### src/rtl/sgi_pkg.sv
package sgi_pkg;
  // Field positions of the trigger word
  localparam int ID_LSB   = 0;
  localparam int LIST_LSB = 16;
  localparam int MODE_LSB = 24;

  typedef enum logic [1:0] {
    TGT_LIST   = 2'd0,
    TGT_OTHERS = 2'd1,
    TGT_SELF   = 2'd2,
    TGT_RSVD   = 2'd3
  } sgi_mode_e;
endpackage

### src/rtl/sgi_tgt_decode.sv
module sgi_tgt_decode
  import sgi_pkg::*;
#(
  parameter int NCPU  = 8,
  parameter int CPU_W = 3,
  parameter int CNT_W = 4
) (
  input  logic [31:0]      wdata,
  input  logic [CPU_W-1:0] req,
  input  logic [CNT_W-1:0] online,
  output logic [NCPU-1:0]  tgt_mask
);
  logic [NCPU-1:0] in_rng;
  logic [NCPU-1:0] req_oh;
  logic [NCPU-1:0] raw;
  sgi_mode_e       mode;

  assign mode   = sgi_mode_e'(wdata[MODE_LSB +: 2]);
  assign req_oh = {{(NCPU-1){1'b0}}, 1'b1} << req;

  always_comb begin
    for (int t = 0; t < NCPU; t++) begin
      in_rng[t] = (CNT_W'(t) < online);
    end
  end

  always_comb begin
    unique case (mode)
      TGT_LIST:   raw = wdata[LIST_LSB +: NCPU];
      TGT_OTHERS: raw = ~req_oh;
      TGT_SELF:   raw = req_oh;
      default:    raw = '0;
    endcase
  end

  // processors beyond the online count are never selected
  assign tgt_mask = raw & in_rng;
endmodule

### src/rtl/sgi_cell.sv
module sgi_cell #(
  parameter int NCPU = 8
) (
  input  logic            clk,
  input  logic            rst_n,
  input  logic            set_hit,
  input  logic [NCPU-1:0] set_oh,
  input  logic            clr_hit,
  input  logic [NCPU-1:0] clr_oh,
  output logic            pend,
  output logic [NCPU-1:0] src
);
  logic [NCPU-1:0] src_nx;
  logic            pend_nx;
  logic            upd;

  assign upd = set_hit | clr_hit;

  // clear first, then set
  always_comb begin
    src_nx = src;
    if (clr_hit) src_nx = src_nx & ~clr_oh;
    if (set_hit) src_nx = src_nx | set_oh;
    pend_nx = pend;
    if (set_hit)                     pend_nx = 1'b1;
    else if (clr_hit && src_nx == '0) pend_nx = 1'b0;
  end

  always_ff @(posedge clk or negedge rst_n) begin
    if (!rst_n) begin
      src  <= '0;
      pend <= 1'b0;
    end else if (upd) begin
      src  <= src_nx;
      pend <= pend_nx;
    end
  end
endmodule

### src/rtl/sgi_dispatch.sv
module sgi_dispatch #(
  parameter int NCPU  = 8,
  parameter int NSGI  = 16,
  parameter int CPU_W = $clog2(NCPU),
  parameter int ID_W  = $clog2(NSGI),
  parameter int CNT_W = $clog2(NCPU) + 1
) (
  input  logic                      clk,
  input  logic                      rst_n,
  input  logic                      wr_en,
  input  logic [31:0]               wr_data,
  input  logic [CPU_W-1:0]          req_cpu,
  input  logic [CNT_W-1:0]          online_cnt,
  output logic [31:0]               rd_data,
  input  logic                      clr_en,
  input  logic [CPU_W-1:0]          clr_tgt,
  input  logic [ID_W-1:0]           clr_sgi,
  input  logic [CPU_W-1:0]          clr_src,
  output logic [NCPU*NSGI-1:0]      pend_o,
  output logic [NCPU*NSGI*NCPU-1:0] src_o
);
  localparam int NCELL = NCPU * NSGI;

  logic [NCPU-1:0] tgt_mask;
  logic [NCPU-1:0] req_oh;
  logic [NCPU-1:0] clr_oh;
  logic [ID_W-1:0] wr_id;

  assign rd_data = '0;
  assign wr_id   = wr_data[ID_W-1:0];
  assign req_oh  = {{(NCPU-1){1'b0}}, 1'b1} << req_cpu;
  assign clr_oh  = {{(NCPU-1){1'b0}}, 1'b1} << clr_src;

  sgi_tgt_decode #(
    .NCPU (NCPU),
    .CPU_W(CPU_W),
    .CNT_W(CNT_W)
  ) u_dec (
    .wdata   (wr_data),
    .req     (req_cpu),
    .online  (online_cnt),
    .tgt_mask(tgt_mask)
  );

  for (genvar t = 0; t < NCPU; t++) begin : g_tgt
    for (genvar s = 0; s < NSGI; s++) begin : g_sgi
      localparam int IDX = t * NSGI + s;
      logic set_hit;
      logic clr_hit;
      assign set_hit = wr_en & tgt_mask[t] & (wr_id == ID_W'(s));
      assign clr_hit = clr_en & (clr_tgt == CPU_W'(t)) & (clr_sgi == ID_W'(s));

      sgi_cell #(.NCPU(NCPU)) u_cell (
        .clk    (clk),
        .rst_n  (rst_n),
        .set_hit(set_hit),
        .set_oh (req_oh),
        .clr_hit(clr_hit),
        .clr_oh (clr_oh),
        .pend   (pend_o[IDX]),
        .src    (src_o[IDX*NCPU +: NCPU])
      );
    end
  end

  if (NCELL < 1) begin : g_bad
    initial $error("sgi_dispatch: empty configuration");
  end
endmodule

### config.mk
export PLATFORM = sky130hd
export DESIGN_NAME = sgi_dispatch
export DESIGN_NICKNAME = d
export VERILOG_FILES = /design/src/rtl/sgi_pkg.sv /design/src/rtl/sgi_tgt_decode.sv /design/src/rtl/sgi_cell.sv /design/src/rtl/sgi_dispatch.sv
export SDC_FILE = /design/constraint.sdc
export NUM_CORES = 2
export LEC_CHECK = 0
export ABC_CLOCK_PERIOD_IN_PS = 2200
export BUFFER_PORTS_ARGS = -buffer_cell sky130_fd_sc_hd__buf_2
export CORE_AREA = 2 2 480 482
export DETAILED_ROUTE_END_ITERATION = 6
export DIE_AREA = 0 0 482 484
export GPL_ROUTABILITY_DRIVEN = 0
export PLACE_DENSITY = 0.45
export SYNTH_ARGS = -nofsm -noshare
export SYNTH_HDL_FRONTEND = slang
export SYNTH_SLANG_ARGS = --single-unit
### constraint.sdc
create_clock -name clk -period 2.2 [get_ports clk]
set_input_delay 0.33 -clock clk [delete_from_list [all_inputs] [get_ports clk]]
set_output_delay 0.33 -clock clk [all_outputs]
set_load 0.01 [all_outputs]
==> impl_metrics.tcl <==
set metrics [dict create \
    holdWs_ps 98.4 \
    synthArstFlopShare 1.00 \
    fin_skew_ps 45.3 \
    synth-seq-cells 1152 \
    rsz0062_at_grt "false" \
    leakage_nw 35.1 \
    die_height_um 484 \
    synthCells 5311 \
    final_area_mm2 0.0743 \
    synthAdderAreaFrac 0 \
    htreeDepth 4 \
    worst-path-buf-inv 5 \
    avgSynthCellArea_um2 9.56 \
    drive_gt1_frac 0.367 \
    ant_nets 0 \
    yosysTopAreaCell "dfrtp_1" \
    slew_violations 0 \
    start_util 0.222 \
    drc_errors 0 \
    maxSlewHeadroom 0.366 \
    grt_pass1_wl_mm 575 \
    yosysWarnings 0 \
    via_per_inst 5.84 \
    dr_total_vias 60800 \
    synthFlopType "dfrtp_1" \
    dp_slack_ps -816 \
    syn_to_final_growth_pct 46.3 \
    placed_area_mm2 0.0693 \
    fin_util 0.325 \
    timing.final.crit_period_ps 2140 \
    yosysUniqueCellTypes 75 \
    drv_cap 0 \
    setup-violations-final 0 \
    core_area_mm2 0.229 \
    path_clk_slew_ps 60 \
    synthMuxAreaShare 0.000197 \
    dieArea_mm2 0.233 \
    clockBufferDepth 3 \
    drt_iter0_markers 9357 \
    worst_ep_required_time_ps 2920 \
    wirelength_mm 450 \
    endpoint_kind "register" \
    boundaryPins 1237 \
    fin_crit_sh 0.971 \
    ctsResizeCount 0 \
    synth_compound_area_frac 0.296 \
    nets 7266 \
    critPathTopFamily "compound AO/OA/AOI/OAI gates" \
    die_w_um 482 \
    cts-root-buf "clkbuf_16" \
    slowest_delay_ps 490 \
    cp_data_arrival_time_ps 2860 \
    path_cells "buf_4 > buf_4 > buf_4 > nand4b_1 > buf_12 > buf_4 > o21ai_0 > o31ai_1 > o31ai_1 > o21ai_0" \
    worstMarginPinSlew_ps 926 \
    cts_sinks 1152 \
    synth-edff-count 0 \
    dp.cells 10100 \
    startpoint_type "primary input" \
    vdd_drop_max_mv 0.756 \
    grt_max_degree 117 \
    hold_class "primary input to register" \
    ys_seq_area_frac 0.568 \
    synth-simple-area-share 0.0774 \
    rows 176 \
    worstSetupPathType "primary input to register" \
    slowest_stage "o21ai_0" \
    cp_common_cell "buf_4" \
    grt_util_all_layers 0.372 \
    wl_per_cell_um 43.2 \
    drtPass1Iterations 6 \
    synth.top_cell.area_share 0.568 \
    overflow 0 \
    crit_fanout 27 \
    insertion_delay_ps 870 \
    status "complete, no violations" \
    cts_tree "built" \
    fin_ws_ps 64.4 \
    antenna_found_initial 116 \
    cts_buffers 140 \
    first_global_vias 56600 \
    syn_area_mm2 0.0508 \
    hold_viol 0 \
    port_buffers 1186 \
    yosys-top-cells-area "dfrtp_1, o21ai_0, clkbuf_1, buf_4, nand2_1" \
    layout.cells.non_filler 10400 \
    synth_top_family_by_area "compound AO/OA/AOI/OAI gates" \
    hpwl_mm 349 \
    max_clock_freq_mhz 468 \
    synth-xor-area-share 0 \
    pwr_density_cell_mw_per_mm2 811 \
]
stage by stage:
stage / power, W / TNS (ps)
finish: 0.0603 / 0
CTS: 0.0601 / 0
global placement: 0.0354 / -178730
detailed placement: 0.0355 / -193120
floorplan: 0.0289 / 0
global route: 0.0617 / 0
what timing repair did:
| action | 4_1_cts | 5_1_grt |
|---|---|---|
| endpoints found under the hold margin | 618 | 0 |
| hold buffers | 3 | 0 |
| setup endpoints to repair | 0 | 0 |
| setup buffers | 0 | 0 |
layout by cell type, fill, tap and decap left out, types with 32 or more instances in the layout:
| cell type | instances |
|---|---|
| nand4_1 | 54 |
| buf_4 | 940 |
| buf_2 | 1181 |
| o41ai_1 | 52 |
| nor2_1 | 177 |
| a22oi_1 | 51 |
| nand3_1 | 37 |
| nor3_1 | 74 |
| clkbuf_16 | 140 |
| a211oi_1 | 61 |
| buf_12 | 207 |
| o31ai_1 | 37 |
| diode_2 | 63 |
| nand2_1 | 251 |
| nand2_2 | 58 |
| conb_1 | 32 |
| a221oi_1 | 56 |
| dfrtp_1 | 1152 |
| a21oi_1 | 127 |
| o21ai_0 | 2220 |
state kept, by name, indices dropped and copies added, names as in the netlist:
name,flops
g_tgt.g_sgi.u_cell.pend,128
g_tgt.g_sgi.u_cell.src,1024
area by class of cell:
type / instances / area (µm²)
Timing Repair Buffer: 2332 / 17200
Multi-Input combinational cell: 3583 / 19500
Inverter: 4 / 15.0
Fill cell: 24000 / 154000
Antenna cell: 63 / 158
Clock buffer: 195 / 3960
Tap cell: 3026 / 3790
Sequential cell: 1152 / 28800
Clock inverter: 59 / 842
power breakdown:
| part | switching, W | internal [W] |
|---|---|---|
| clock | 0.0109 | 0.0139 |
| sequential | 0.00212 | 0.0230 |
| combinational | 0.00688 | 0.00344 |
cell usage after synthesis (7+ instances only):
master / n
nand2_1: 309
nor4_1: 7
or2_2: 8
nand2b_1: 9
o21ai_1: 24
nand3b_1: 8
or4_1: 9
o41ai_1: 53
o31ai_1: 37
o2111ai_1: 16
a221oi_1: 56
clkbuf_1: 374
buf_4: 162
a211oi_1: 61
buf_1: 25
buf_2: 40
a21oi_1: 127
nand4_1: 54
o211ai_1: 21
or3_1: 18
and4b_1: 8
a222oi_1: 8
nor3_1: 75
nor2_1: 179
nand3_1: 41
a22oi_1: 51
nand4b_1: 8
o21ai_0: 2222
dfrtp_1: 1152
o32a_1: 29
kinds of logic after synthesis:
kind of cell | Yosys count
flip-flops | 1152
AND/OR/NAND/NOR | 797
buffers and inverters | 607
multiplexers | 1
AO/OA/AOI/OAI | 2753
other | 1
metal layers:
metal / track usage / part of all wire / up-vias
met5: 0 / 0.00061 / -
met4: 0.261 / 0.083 / 36
met3: 0.138 / 0.13 / 1149
met2: 0.532 / 0.42 / 5246
met1: 0.459 / 0.37 / 31100
li1: - / - / 23300
worst register-to-register path, delay by kind of cell (launching register included):
family,cells,cell delay (ps)
flops,1,470
simple gates,2,340
compound gates,3,1180
path summary, 6_finish.rpt:
path / start / endpoint / slack [ps] / cells past startpoint
max in group asynchronous: rst_n / g_tgt[4].g_sgi[11].u_cell.src[5]$_DFFE_PN0P_ / 610 / 3
setup reg to reg: g_tgt[4].g_sgi[9].u_cell.src[0]$_DFFE_PN0P_ / g_tgt[4].g_sgi[9].u_cell.pend$_DFFE_PN0P_ / 100 / 5
hold reg to reg: g_tgt[3].g_sgi[3].u_cell.pend$_DFFE_PN0P_ / g_tgt[3].g_sgi[3].u_cell.pend$_DFFE_PN0P_ / 490 / 2
setup / recovery: clr_sgi[3] / g_tgt[4].g_sgi[11].u_cell.pend$_DFFE_PN0P_ / 60 / 10
hold / removal: wr_data[25] / g_tgt[6].g_sgi[2].u_cell.src[6]$_DFFE_PN0P_ / 100 / 4
min in group asynchronous: rst_n / g_tgt[1].g_sgi[1].u_cell.src[7]$_DFFE_PN0P_ / 280 / 3
(Power assumes the default switching activity.)
